[src/rtl/burst_col_gen.sv]
module burst_col_gen #(
  parameter int COL_W  = 8,
  parameter int MODE_W = 10
) (
  input  logic              clk,
  input  logic              rst_n,
  input  logic              cke,
  input  logic              start,
  input  logic              is_write,
  input  logic              stop,
  input  logic [COL_W-1:0]  start_col,
  input  logic [MODE_W-1:0] mode_word,
  output logic [COL_W-1:0]  col_addr,
  output logic              valid,
  output logic              last,
  output logic              mode_err
);
  localparam int WRAP_BIT = 3;
  localparam int SBW_BIT  = 9;
  localparam logic [2:0] PAGE_CODE = 3'b111;

  logic [2:0]       len_code;
  logic             ilv_in, bad_mode, single_wr, page_in;
  logic [COL_W-1:0] new_mask;

  logic [COL_W-1:0] base_q, beat_q, mask_q, col_q;
  logic             ilv_q, page_q, valid_q, last_q, err_q;
  logic [COL_W-1:0] beat_nx, addr_nx;

  assign len_code  = mode_word[2:0];
  assign ilv_in    = mode_word[WRAP_BIT];
  assign single_wr = is_write & mode_word[SBW_BIT];
  assign bad_mode  = (len_code inside {3'd4, 3'd5, 3'd6}) ||
                     (len_code == PAGE_CODE && ilv_in);
  assign page_in   = (len_code == PAGE_CODE) && !single_wr;

  always_comb begin
    if (single_wr)
      new_mask = '0;
    else if (len_code == PAGE_CODE)
      new_mask = '1;
    else
      new_mask = COL_W'((32'd1 << len_code[1:0]) - 32'd1);
  end

  function automatic logic [COL_W-1:0] beat_addr(
    input logic [COL_W-1:0] b, input logic [COL_W-1:0] k,
    input logic [COL_W-1:0] m, input logic il);
    logic [COL_W-1:0] low;
    low = il ? (b ^ k) : (b + k);
    return (b & ~m) | (low & m);
  endfunction

  assign beat_nx = beat_q + 1'b1;
  assign addr_nx = beat_addr(base_q, beat_nx, mask_q, ilv_q);

  always_ff @(posedge clk) begin
    if (!rst_n) begin
      base_q  <= '0;
      beat_q  <= '0;
      mask_q  <= '0;
      col_q   <= '0;
      ilv_q   <= 1'b0;
      page_q  <= 1'b0;
      valid_q <= 1'b0;
      last_q  <= 1'b0;
      err_q   <= 1'b0;
    end else if (cke) begin
      err_q <= start & bad_mode;
      if (start && !bad_mode) begin
        base_q  <= start_col;
        beat_q  <= '0;
        mask_q  <= new_mask;
        ilv_q   <= ilv_in;
        page_q  <= page_in;
        col_q   <= start_col;
        valid_q <= 1'b1;
        last_q  <= (new_mask == '0);
      end else if (valid_q && (stop || last_q)) begin
        valid_q <= 1'b0;
        last_q  <= 1'b0;
      end else if (valid_q) begin
        beat_q <= beat_nx;
        col_q  <= addr_nx;
        last_q <= !page_q && (beat_nx == mask_q);
      end
    end
  end

  assign col_addr = col_q;
  assign valid    = valid_q;
  assign last     = last_q;
  assign mode_err = err_q;
endmodule

[config.mk]
export PLATFORM = sky130hd
export DESIGN_NAME = burst_col_gen
export DESIGN_NICKNAME = d
export VERILOG_FILES = /design/src/rtl/burst_col_gen.sv
export SDC_FILE = /design/constraint.sdc
export NUM_CORES = 1
export LEC_CHECK = 0
export ABC_AREA = 1
export BUFFER_PORTS_ARGS = -buffer_cell sky130_fd_sc_hd__buf_2
export CORE_ASPECT_RATIO = 0.9
export CORE_UTILIZATION = 51
export CTS_CLUSTER_DIAMETER = 30
export DETAILED_ROUTE_END_ITERATION = 7
export GPL_TIMING_DRIVEN = 0
export HOLD_SLACK_MARGIN = 0.06
export PLACE_DENSITY = 0.76
export REMOVE_ABC_BUFFERS = 1
export SLEW_MARGIN = 20
export SYNTH_ARGS = -nofsm -noshare
export SYNTH_HDL_FRONTEND = slang
export SYNTH_SLANG_ARGS = --single-unit
[constraint.sdc]
create_clock -name clk -period 2.2 [get_ports clk]
set_clock_uncertainty 0.15 [all_clocks]
set_input_delay 0.44 -clock clk [delete_from_list [all_inputs] [get_ports clk]]
set_output_delay 0.44 -clock clk [all_outputs]
set_load 0.01 [all_outputs]
# Word-level counts from Yosys, hierarchy flattened
# Cells that the tools add are included.
[classes]
n_addsub = 3
eq_ne = 6
n_shift = 1
n_mux = 14
bitwise_logic = 7
reduce_logical = 19
[ops]
columns = ["op", "count"]
rows = [
  ["two-way mux 8 bit", 9],
  ["bitwise AND 8 bit", 2],
  ["== test 3 bit, second input constant", 4],
  ["adder 8 x 1 -> 8 bit, second input constant", 1],
  ["adder 8 bit", 1],
  ["== test 8 bit", 1],
  ["logical NOT 8 bit", 1],
  ["NOT 8 bit", 1],
  ["OR 8 bit", 1],
  ["left shift 1 x 2 -> 8 bit, first input constant", 1],
  ["subtractor 8 x 1 -> 8 bit, second input constant", 1],
  ["bitwise XOR 8 bit", 1],
  ["AND reduction 2 bit", 3],
  ["nonzero test 3 bit", 2],
  ["logical AND 1 bit", 5],
  ["two-way mux 1 bit", 5],
  ["nonzero test 2 bit", 2],
  ["logical NOT 1 bit", 3],
  ["AND reduction 3 bit", 1],
  ["bitwise AND 1 bit", 2],
  ["logical OR 1 bit", 2],
  ["inequality test 2 bit, second input constant", 1],
]
[word_totals]
regBits = 37
in_bits = 24
out_inout_bits = 11

# Depth between registers and ports, before layout
# Gate-level depths: netlist of run 1.
[logic_depth]
ltp_word = 8
mapped_depth = 19
ltp_nobuf = 19

# Worst setup path before layout of run 1
# No wires, ideal clock.
[synth_path]
kind = "register to register"
start = "reg beat_q[0]"
end = "reg col_q[7], in the netlist col_addr[7]"
arrival_time_ns = 1.927
required_ns = 1.980
setup_slack_ns = 0.053
path_stages_with_launch = 19
cell_sequence = "dfxtp_1 ha_1 nand3_1 nor2_1 nand3_1 nand2_1 inv_1 ha_1 nand2_1 inv_1 nand2_1 nand2_1 nand2_1 nand2_1 nand2_1 nand3_1 nand2_1 nand3_1 a21oi_1"
[synth_via]
elab_chain_len = 8
word_cells_on_any_way = 9
classes_between = "add/sub (2); mux (4); bitwise (3)"
[synth_rtl]
columns = ["item", "line_no", "rtl"]
rows = [
  ["start: declaration", "26", "logic [COL_W-1:0] base_q, beat_q, mask_q, col_q;"],
  ["start signal: assignment", "83", "beat_q <= beat_nx;"],
  ["adder 8 x 1 -> 8 bit *", "54", "assign beat_nx = beat_q + 1'b1;"],
  ["adder 8 bit or bitwise XOR 8 bit (tied branches)", "50", "low = il ? (b ^ k) : (b + k);"],
  ["two-way mux 8 bit *", "50", ""],
  ["bitwise AND 8 bit *", "51", "return (b & ~m) | (low & m);"],
  ["OR 8 bit *", "51", ""],
  ["two-way mux 8 bit *", "82", "end else if (valid_q) begin"],
  ["two-way mux 8 bit *", "79", "end else if (valid_q && (stop || last_q)) begin"],
  ["two-way mux 8 bit *", "70", "if (start && !bad_mode) begin"],
  ["end signal: assignment", "76", "col_q <= start_col;"],
  ["end signal: assignment", "84", "col_q <= addr_nx;"],
  ["end: declaration", "26", ""],
]
# Mark *: on every way between the ends. The rest lies on a longest branch, timed or not. The select of a mux whose other input is x is not followed.
# A chain may end at the register's enable or synchronous reset.

# Worst setup path in the final report of run 1
[layout_path]
start = "reg beat_q[0]"
end = "reg col_q[6], in the netlist col_addr[6]"
# Same word-level chain as after synthesis.

==> metrics.txt, run 1 <==
Leakage=1.22 nW; Pint=0.000963 W; Initial Util=0.536; Setup violations, final=2; top post-synthesis cells by count=nand2_1, inv_1, a21oi_1; Chip Height=approximately 64 um; Place WS=-0.387 ns; initial antenna violation count=0; peak supply drop=roughly 0.00031 V; DRT iter0 DRCs=~140; pin count of the biggest net entering global routing=22; TritonRoute pass-1 iters=4; Clock Latency Late Sink=0.29 ns; fmax=0.444 GHz; final worst-path setup slack=-0.0538 ns; switch share=0.280; Nets=407; Core ar.=0.00413 sq mm; met2 Use GR=0.432; fin crit period=~2.3 ns; n_diodes=0; CP dominant cell by count=nand2_1; vias in the first global route=~2000; H-tree level count=2; Worst Path Arrival=~2.2 ns; CTS sink count=36; Port Buf Inserts=29; critical path launch point type=flop; cell area power density=~500 mW/mm^2; Clk pwr share=0.335; Distinct cells, synth=31; fin crit share=1.02; total power=0.00134 W; Post-synth EDFFs=0; Max clock buf depth=2; synthesized cell area=0.00221 sq mm; Cells after Synth=about 330; row count=22; critical path's largest stage delay=approximately 0.37 ns; Sequential Power Share=0.518; syn avg cell area=between 6 and 7 sq um; crit-path max FO=4; per-cell routed wire length=13.2 um; CTS Root Cell=clkbuf_8; first-pass GRT wire length=9180 um; measured slew at the worst slew-check pin=around 0.78 ns; most frequent cell after synthesis=nand2_1; main flop type after synthesis=dfxtp_1; largest delay contributor family on the critical path=simple AND/OR/NAND/NOR gates; grt met3 use=0.0467; drt drc=0; failing checks=setup timing; busiest layer in global routing=met2; WHS=~0.21 ns; Logic pwr share=0.148; worst path required time=approximately 2.2 ns; synthesis-to-finish area growth=21.4%; min-delay worst type=input pin to flop; cell taking the most area after synthesis=dfxtp_1; total routed wirelength=~5600 um; Slowest cell on crit path=dfxtp_4; total CTS buffers=5; post-synthesis sequential area ratio=0.326; outcome=finished with violations; sw power=between 0.0003 and 0.0004 W; RSZ-0062 raised after global routing=yes; Slew Limit Fails=0; Avg Vias per Cell=between 5 and 6; routed vias=between 2000 and 2500; gr usage total=0.259; num ports=35; final hold vios=0; Clk pin slew, worst setup/hold paths=0.07 ns; MaxCap Viol Count=0; routability cong.=just under 0.9; top post-synthesis cells by area=dfxtp_1, nand2_1, a21oi_1; FF+latch count, synth=36; kind of critical path=flop to flop; worst path cell trace=inv_1 -> nor2_4 -> nand3_4 -> xor2_4 -> ha_1 -> a21oi_1 -> nand3_1 -> nand2_1 -> nand3_1 -> nand2_1 -> nand2_1 -> nand2_1 -> a21oi_1; yosys warns=0; GRT overflow=0; antenna viol nets, final=0; endpoint type of the worst setup path=flop; Die Width=71.4 um; async set or reset register ratio after synthesis=0; top cell type's share of synthesized area=0.326; WP buf/inv=1; Slew HR=0.476; dpl hpwl=3660 um; CTS Hold Bufs=0; die area=0.00461 sq mm; TritonCTS clock tree=done; share of cells above drive strength 1=0.213; met1 usage=0.345
[cell families (layout without fill, tap and decap cells)]
family / Yosys count / in the layout / synth area share
buf+inv: 51 / 91 / 0.101
simple gates: 157 / 157 / 0.303
compound gates: 68 / 68 / 0.165
xor+xnor: 7 / 7 / 0.0339
fa+ha+maj: 12 / 12 / 0.0713
flops: 36 / 36 / 0.326
[cell usage in the layout (no fill, tap or decap), types with 5 or more instances in the layout]
cell type	instances
inv_2	5
nand4_1	6
nand2_1	91
ha_4	6
nand3_1	19
ha_1	5
dfxtp_1	32
inv_1	36
a21oi_1	37
nor2_1	25
o21ai_0	20
buf_2	29
clkbuf_8	5
buf_4	12
[through the flow]
step	instance area, sq um	cells	setup TNS [ns]	util
detailed placement	2350	400	-1.54	0.570
finish	2690	419	-0.0719	0.651
global placement	2350	400	-1.49	0.570
global route	2690	419	-0.666	0.651
floorplan	2150	323	0	-
CTS	2620	413	-0.0813	0.635
[final cells by class]
class	instances	area, sq um
well taps	48	60.1
clock buffers	6	72.6
fillers	359	1440
multi-input cells	244	1420
flip-flops and latches	36	733
repair buffers	41	235
inverters	43	164
clock inverters	1	5.00
[final timing paths]
check | start | end | slack [ns] | depth (start not counted)
max reg2reg | beat_q[0]$_SDFFE_PN0P_ | col_addr[6]$_SDFFE_PN0P_ | -0.05 | 13
min | cke | mode_err$_SDFFE_PN0P_ | 0.21 | 2
max | beat_q[0]$_SDFFE_PN0P_ | col_addr[6]$_SDFFE_PN0P_ | -0.05 | 13
min reg2reg | page_q$_SDFFE_PN0P_ | page_q$_SDFFE_PN0P_ | 0.32 | 2
[power by group through the flow]
stage	Combinational (W)	Sequential, W	Clock (W)
after floorplan	0.000108	0.000711	0
after detailed placement	0.000180	0.000708	0
after global placement	0.000178	0.000708	0
final	0.000198	0.000693	0.000447
after global routing	0.000220	0.000695	0.000489
after CTS	0.000189	0.000693	0.000453
[state kept, by name (all words and copies together) (netlist names)]
signal and cells:
last 1, mode_err 1, base_q 8, ilv_q 1
valid 1, beat_q 8, page_q 1, mask_q 7
col_addr 8
[per-layer routing]
metal	routed length (um)	up-vias
met3	315	13
met1	2570	1013
li1	-	1155
met2	2570	77
met4	91	0
met5	0	-
[worst reg2reg max path, cell delays in order, from the launching register on]
cell and delay [ns]:
dfxtp_4 0.37, inv_1 0.11, nor2_4 0.17, nand3_4 0.11, xor2_4 0.19, ha_1 0.34
a21oi_1 0.19, nand3_1 0.10, nand2_1 0.07, nand3_1 0.06, nand2_1 0.06, nand2_1 0.06
nand2_1 0.07, a21oi_1 0.05
[timing repair]
action,in CTS,in global routing
endpoints found under the setup margin,5,6
buffers inserted,6,6
gates resized for setup,26,7
pin swaps,12,5
gates cloned,0,0
Note: power is estimated with default switching activity, not from simulation.
==> inputs of run 2 (changes only) <==
--- a/config.mk
+++ b/config.mk
@@ -8,12 +8,12 @@
 export ABC_AREA = 1
 export BUFFER_PORTS_ARGS = -buffer_cell sky130_fd_sc_hd__buf_2
 export CORE_ASPECT_RATIO = 0.9
-export CORE_UTILIZATION = 51
+export CORE_UTILIZATION = 57
 export CTS_CLUSTER_DIAMETER = 30
 export DETAILED_ROUTE_END_ITERATION = 7
 export GPL_TIMING_DRIVEN = 0
 export HOLD_SLACK_MARGIN = 0.06
-export PLACE_DENSITY = 0.76
+export PLACE_DENSITY = 0.8
 export REMOVE_ABC_BUFFERS = 1
 export SLEW_MARGIN = 20
 export SYNTH_ARGS = -nofsm -noshare
==> constraint.sdc (replaced) <==
create_clock -name clk -period 2.12 [get_ports clk]
set_clock_uncertainty 0.15 [all_clocks]
set_input_delay 0.424 -clock clk [delete_from_list [all_inputs] [get_ports clk]]
set_output_delay 0.424 -clock clk [all_outputs]
set_load 0.01 [all_outputs]
==> run 2 against run 1 <==
The flow still finishes with violations (setup timing). Sequential power rose by 4.0%. Combinational power is 7% higher. Register-to-register slack got worse by 0.17 ns. First-iteration DRC count up 57%. Cell count up 0.24%. Count of clock-buffer cells in the layout up 2. Non-clock buffer count grew 2. Critical endpoint is now col_addr[7]$_SDFFE_PN0P_.
==> metrics.txt, run 2 (same netlist as run 1, synthesis figures left out) <==
GRT overflow=0; fin crit share=1.10; worst path required time=~2.2 ns; failing checks=setup timing; cell area power density=between 500 and 600 mW/mm^2; reg2reg setup slack=-0.22 ns; Register-to-Register Path Depth=16; Die Width=a little under 70 um; Slew Limit Fails=0; MaxCap Viol Count=0; Clock Latency Late Sink=0.30 ns; crit-path max FO=3; critical path's largest stage delay=0.38 ns; worst hold start=cke; Port Buf Inserts=29; TritonCTS clock tree=done; row count=21; CP dominant cell by count=nand2_2; num ports=35; Max clock buf depth=2; Chip Height=between 60 and 70 um; share of cells above drive strength 1=0.273; Setup TNS Final=-0.518 ns; worst hold stages=2; Leakage=approximately 1.2 nW; Slowest cell on crit path=dfxtp_4; Nets=between 400 and 500; pin count of the biggest net entering global routing=22; Clk pin slew, worst setup/hold paths=0.07 ns; Clk pwr share=0.362; Initial Util=0.597; routability cong.=about 0.90; DP Cell Count=398; worst r2r src=beat_q[0]$_SDFFE_PN0P_; total CTS buffers=5; routed vias=about 2400; kind of critical path=flop to flop; first-pass GRT wire length=9380 um; initial antenna violation count=0; Sequential Power Share=0.493; final worst-path setup slack=-0.222 ns; die area=0.00413 sq mm; worst path cell trace=clkinvlp_4 -> nor2_4 -> nand3_4 -> xor2_4 -> ha_4 -> nand2_2 -> inv_1 -> nand2_1 -> nand2_1 -> nand2_2 -> nand2_2 -> nand2_2 -> nand3_2 -> nand2_1 -> nand3_1 -> a21oi_1; switch share=0.285; WHS Endpoint=mode_err$_SDFFE_PN0P_; WP buf/inv=2; Core ar.=between 0.003 and 0.004 sq mm; Worst Path Arrival=approximately 2.4 ns; drt drc=0; CTS sink count=36; measured slew at the worst slew-check pin=around 0.70 ns; n_diodes=0; met1 usage=0.386; dpl hpwl=approximately 3800 um; min-delay worst type=input pin to flop; busiest layer in global routing=met2; fin crit period=2.34 ns; Slew HR=0.531; CTS Hold Bufs=0; R2R Path End=col_addr[7]$_SDFFE_PN0P_; total routed wirelength=approximately 6100 um; vias in the first global route=roughly 2100; synthesis-to-finish area growth=25.7%; most common cell after layout, fill and taps aside=nand2_1; Avg Vias per Cell=5.65; outcome=finished with violations; Setup violations, final=5; fin cells=420; DRT iter0 DRCs=approximately 220; Logic pwr share=0.145; CTS Root Cell=clkbuf_8; H-tree level count=2; critical path launch point type=flop; endpoint type of the worst setup path=flop; sw power=0.000417 W; most frequent cells in the layout=nand2_1, a21oi_1, inv_1, dfxtp_1, buf_2; TritonRoute pass-1 iters=6; RSZ-0062 raised after global routing=yes; largest delay contributor family on the critical path=simple AND/OR/NAND/NOR gates; antenna viol nets, final=0; fmax=~0.43 GHz; grt met3 use=0.0519; Pint=0.00104 W; per-cell routed wire length=14.6 um; peak supply drop=between 0.0004 and 0.0005 V; final hold vios=0; fin util=0.751; met2 Use GR=0.523; gr usage total=0.311
==> run 2: cell types whose count changed in the layout (fill, tap and decap cells not counted), sizes merged <==
cell      before  now
buf           41   43
clkbuf         6    8
clkinv         2    1
clkinvlp       0    1
inv           42   41
==> run 2: power by group through the flow <==
stage / clock network, W / logic, W / registers [W]
after global routing: 0.000544 / 0.000237 / 0.000724
after CTS: 0.000524 / 0.000195 / 0.000721
after detailed placement: 0 / 0.000188 / 0.000736
final: 0.000529 / 0.000212 / 0.000721
after global placement: 0 / 0.000183 / 0.000735
after floorplan: 0 / 0.000113 / 0.000738
==> run 2: metrics by stage <==
stage	worst slack [ns]	instance area [sq um]	total power (W)	hold WS, ns
floorplan	-0.0331	2150	0.000850	0.291
global placement	-0.340	2350	0.000918	0.298
detailed placement	-0.377	2350	0.000924	0.303
finish	-0.222	2780	0.00146	0.204
CTS	-0.121	2610	0.00144	0.211
global route	-0.348	2780	0.00150	0.227
==> run 2: final cells by class <==
type,count,area (sq um)
multi-input cells,244,1490
fillers,279,923
flip-flops and latches,36,733
repair buffers,43,250
inverters,43,165
clock buffers,8,90.1
well taps,46,57.6
==> run 2: worst reg2reg max path, delay by kind of cell, from the launching register on <==
kind | cells | cell delay (ns)
DFF | 1 | 0.38
xor gates and xnor gates | 1 | 0.26
buffers and inverters | 2 | 0.16
AOI/OAI and AO/OA | 1 | 0.14
adders and majority gates | 1 | 0.25
and+or+nand+nor | 11 | 0.91
==> run 2: worst max path at each step <==
stage | endpoint | cells after the start | start
after global routing | col_addr[7]$_SDFFE_PN0P_ | 16 | beat_q[0]$_SDFFE_PN0P_
after global placement | col_addr[7]$_SDFFE_PN0P_ | 16 | beat_q[0]$_SDFFE_PN0P_
after detailed placement | col_addr[7]$_SDFFE_PN0P_ | 16 | beat_q[0]$_SDFFE_PN0P_
after floorplan | col_addr[7]$_SDFFE_PN0P_ | 18 | beat_q[0]$_SDFFE_PN0P_
final | col_addr[7]$_SDFFE_PN0P_ | 16 | beat_q[0]$_SDFFE_PN0P_
after CTS | col_addr[7]$_SDFFE_PN0P_ | 19 | beat_q[1]$_SDFFE_PN0P_
==> run 2: what timing repair did <==
action,CTS,global route
gates resized for setup,23,32
pin swaps,13,19
gates cloned,0,0
buffers inserted,5,9
setup endpoints to repair,6,13
==> run 2: per-layer routing <==
layer / routed length (um) / vias to the layer above / share of wire
li1: - / 1162 / -
met1: 2490 / 1072 / 0.41
met2: 2900 / 115 / 0.47
met3: 517 / 25 / 0.084
met4: 228 / 0 / 0.037
met5: 0 / - / 0
==> inputs of run 3 (changes only) <==
--- a/config.mk
+++ b/config.mk
@@ -8,12 +8,13 @@
 export ABC_AREA = 1
 export BUFFER_PORTS_ARGS = -buffer_cell sky130_fd_sc_hd__buf_2
 export CORE_ASPECT_RATIO = 0.9
-export CORE_UTILIZATION = 57
+export CORE_UTILIZATION = 58
+export CTS_BUF_LIST = sky130_fd_sc_hd__clkbuf_2 sky130_fd_sc_hd__clkbuf_4 sky130_fd_sc_hd__clkbuf_8
 export CTS_CLUSTER_DIAMETER = 30
 export DETAILED_ROUTE_END_ITERATION = 7
 export GPL_TIMING_DRIVEN = 0
 export HOLD_SLACK_MARGIN = 0.06
-export PLACE_DENSITY = 0.8
+export PLACE_DENSITY = 0.81
 export REMOVE_ABC_BUFFERS = 1
 export SLEW_MARGIN = 20
 export SYNTH_ARGS = -nofsm -noshare
==> run 3 against run 2 <==
The run still ends with setup timing left. Sequential share of layout area up 0.22 points. Worst hold slack better by 0.0042 ns. Critical endpoint is now col_addr[6]$_SDFFE_PN0P_. Setup slack improved by 0.026 ns. Clock power rose by 19%. Global-route usage fell by 0.31 points. Register-to-register slack gained 0.03 ns. Die area decreased by 1.7%. Core utilization increased by 3.7 points. Highest routed layer unchanged.
==> metrics.txt, run 3 (same netlist as run 1, synthesis figures left out) <==
outcome=finished with violations; failing checks=setup timing; fin cells=412; Area after DPL=0.00235 sq mm; endpoint type of the worst setup path=flop; gr usage total=0.308; most frequent cells in the layout=nand2_1, a21oi_1, inv_1, dfxtp_1, buf_2; num ports=35; WHS Endpoint=mode_err$_SDFFE_PN0P_; met1 usage=0.388; CTS Root Cell=clkbuf_8; Initial Util=0.631; crit-path max FO=4; kind of critical path=flop to flop; fmax=0.432 GHz; final worst-path setup slack=-0.196 ns; critical path launch point type=flop; most common cell after layout, fill and taps aside=nand2_1; final hold vios=0; CTS sink count=36; initial antenna violation count=0; drt drc=0; routability cong.=slightly above 0.9; RSZ-0062 raised after global routing=yes; met2 Use GR=0.526; fin crit share=1.09; TritonCTS clock tree=done; critical path's largest stage delay=between 0.3 and 0.4 ns; Worst Path Arrival=about 2.4 ns; Register-to-Register Path Depth=15; Die Width=around 67 um; Setup TNS Final=-0.517 ns; measured slew at the worst slew-check pin=between 0.7 and 0.8 ns; synthesis-to-finish area growth=24.7%; MaxCap Viol Count=0; GRT overflow=0; total routed wirelength=between 6000 and 7000 um; CP dominant cell by count=nand2_1; worst hold stages=2; cell area power density=between 500 and 600 mW/mm^2; R2R Path End=col_addr[6]$_SDFFE_PN0P_; row count=20; die area=0.00407 sq mm; Core ar.=around 0.0035 sq mm; H-tree level count=2; antenna viol nets, final=0; pin count of the biggest net entering global routing=22; peak supply drop=0.000482 V; Avg Vias per Cell=roughly 5.8; worst path required time=approximately 2.2 ns; CTS Hold Bufs=0; DRT iter0 DRCs=about 240; total CTS buffers=5; Port Buf Inserts=29; DP Cell Count=396; Setup violations, final=5; n_diodes=0; fin crit period=2.32 ns; Nets=slightly above 400; Slew Limit Fails=0; Slew HR=0.470; worst hold start=cke; CP Depth=15; per-cell routed wire length=~15 um; largest delay contributor family on the critical path=simple AND/OR/NAND/NOR gates; worst path cell trace=inv_2 -> nor2_4 -> nand3_4 -> xor2_4 -> ha_4 -> nand2_1 -> inv_1 -> nand4_1 -> nand3_1 -> nand2_1 -> nand3_1 -> nand2_1 -> nand2_1 -> nand2_1 -> a21oi_1; total power=between 0.0015 and 0.002 W; WP buf/inv=2; TritonRoute pass-1 iters=5; final instance area=~0.0028 sq mm; worst r2r src=beat_q[0]$_SDFFE_PN0P_; Chip Height=just over 60 um; routed vias=approximately 2400; share of cells above drive strength 1=0.242; grt met3 use=0.0602; first-pass GRT wire length=a little over 9000 um; WHS=~0.21 ns; min-delay worst type=input pin to flop; dpl hpwl=approximately 3600 um; Clock Latency Late Sink=0.30 ns; Leakage=~1.2 nW; busiest layer in global routing=met2; Slowest cell on crit path=dfxtp_4; vias in the first global route=~2100; Max clock buf depth=2; reg2reg setup slack=-0.20 ns; Clk pin slew, worst setup/hold paths=~0.080 ns
[run 3: layout make-up]
class | instances | area (sq um)
Clock buffer | 6 | 76.3
Clock inverter | 2 | 35.0
Fill cell | 258 | 744
Inverter | 43 | 164
Multi-Input combinational cell | 244 | 1490
Sequential cell | 36 | 733
Tap cell | 44 | 55.1
Timing Repair Buffer | 37 | 205
[run 3: worst max-delay path by stage]
| stage | slack [ns] | startpoint | endpoint |
|---|---|---|---|
| final | -0.20 | beat_q[0]$_SDFFE_PN0P_ | col_addr[6]$_SDFFE_PN0P_ |
| after global routing | -0.32 | beat_q[0]$_SDFFE_PN0P_ | col_addr[6]$_SDFFE_PN0P_ |
| after CTS | -0.11 | beat_q[1]$_SDFFE_PN0P_ | col_addr[7]$_SDFFE_PN0P_ |
| after detailed placement | -0.36 | beat_q[0]$_SDFFE_PN0P_ | col_addr[7]$_SDFFE_PN0P_ |
| after global placement | -0.35 | beat_q[0]$_SDFFE_PN0P_ | col_addr[7]$_SDFFE_PN0P_ |
| after floorplan | -0.03 | beat_q[0]$_SDFFE_PN0P_ | col_addr[7]$_SDFFE_PN0P_ |
[run 3: metal layers]
| metal | routed length, um | part of all wire | vias up |
|---|---|---|---|
| met3 | 410 | 0.067 | 24 |
| met2 | 2970 | 0.48 | 119 |
| li1 | - | - | 1156 |
| met1 | 2570 | 0.42 | 1087 |
| met4 | 187 | 0.030 | 0 |
| met5 | 0 | 0 | - |
[run 3: per-stage QoR]
step	setup WS [ns]	utilization
final	-0.196	0.788
after global routing	-0.316	0.788
after CTS	-0.106	0.753
after detailed placement	-0.364	0.671
after global placement	-0.348	0.671
after floorplan	-0.0331	-
[run 3: what timing repair did]
action	CTS	global route
gates resized for setup	26	23
endpoints found under the setup margin	6	9
pin swaps	12	17
buffers inserted	7	1
[run 3: worst reg2reg max path, delay by kind of cell (launching register included)]
kind,cells,cell delay [ns]
compound gates,1,0.12
xor+xnor,1,0.19
fa+ha+maj,1,0.29
buf+inv,2,0.15
flops,1,0.39
simple gates,10,0.94
[run 3: where the power goes]
group / switching [W] / internal [W] / total, W / leakage (nW)
clock network: 0.000268 / 0.000362 / 0.000630 / 0.0586
registers: 0.0000229 / 0.000698 / 0.000720 / 0.296
logic: 0.000127 / 0.0000770 / 0.000204 / 0.864
total: 0.000418 / 0.00114 / 0.00155 / 1.22
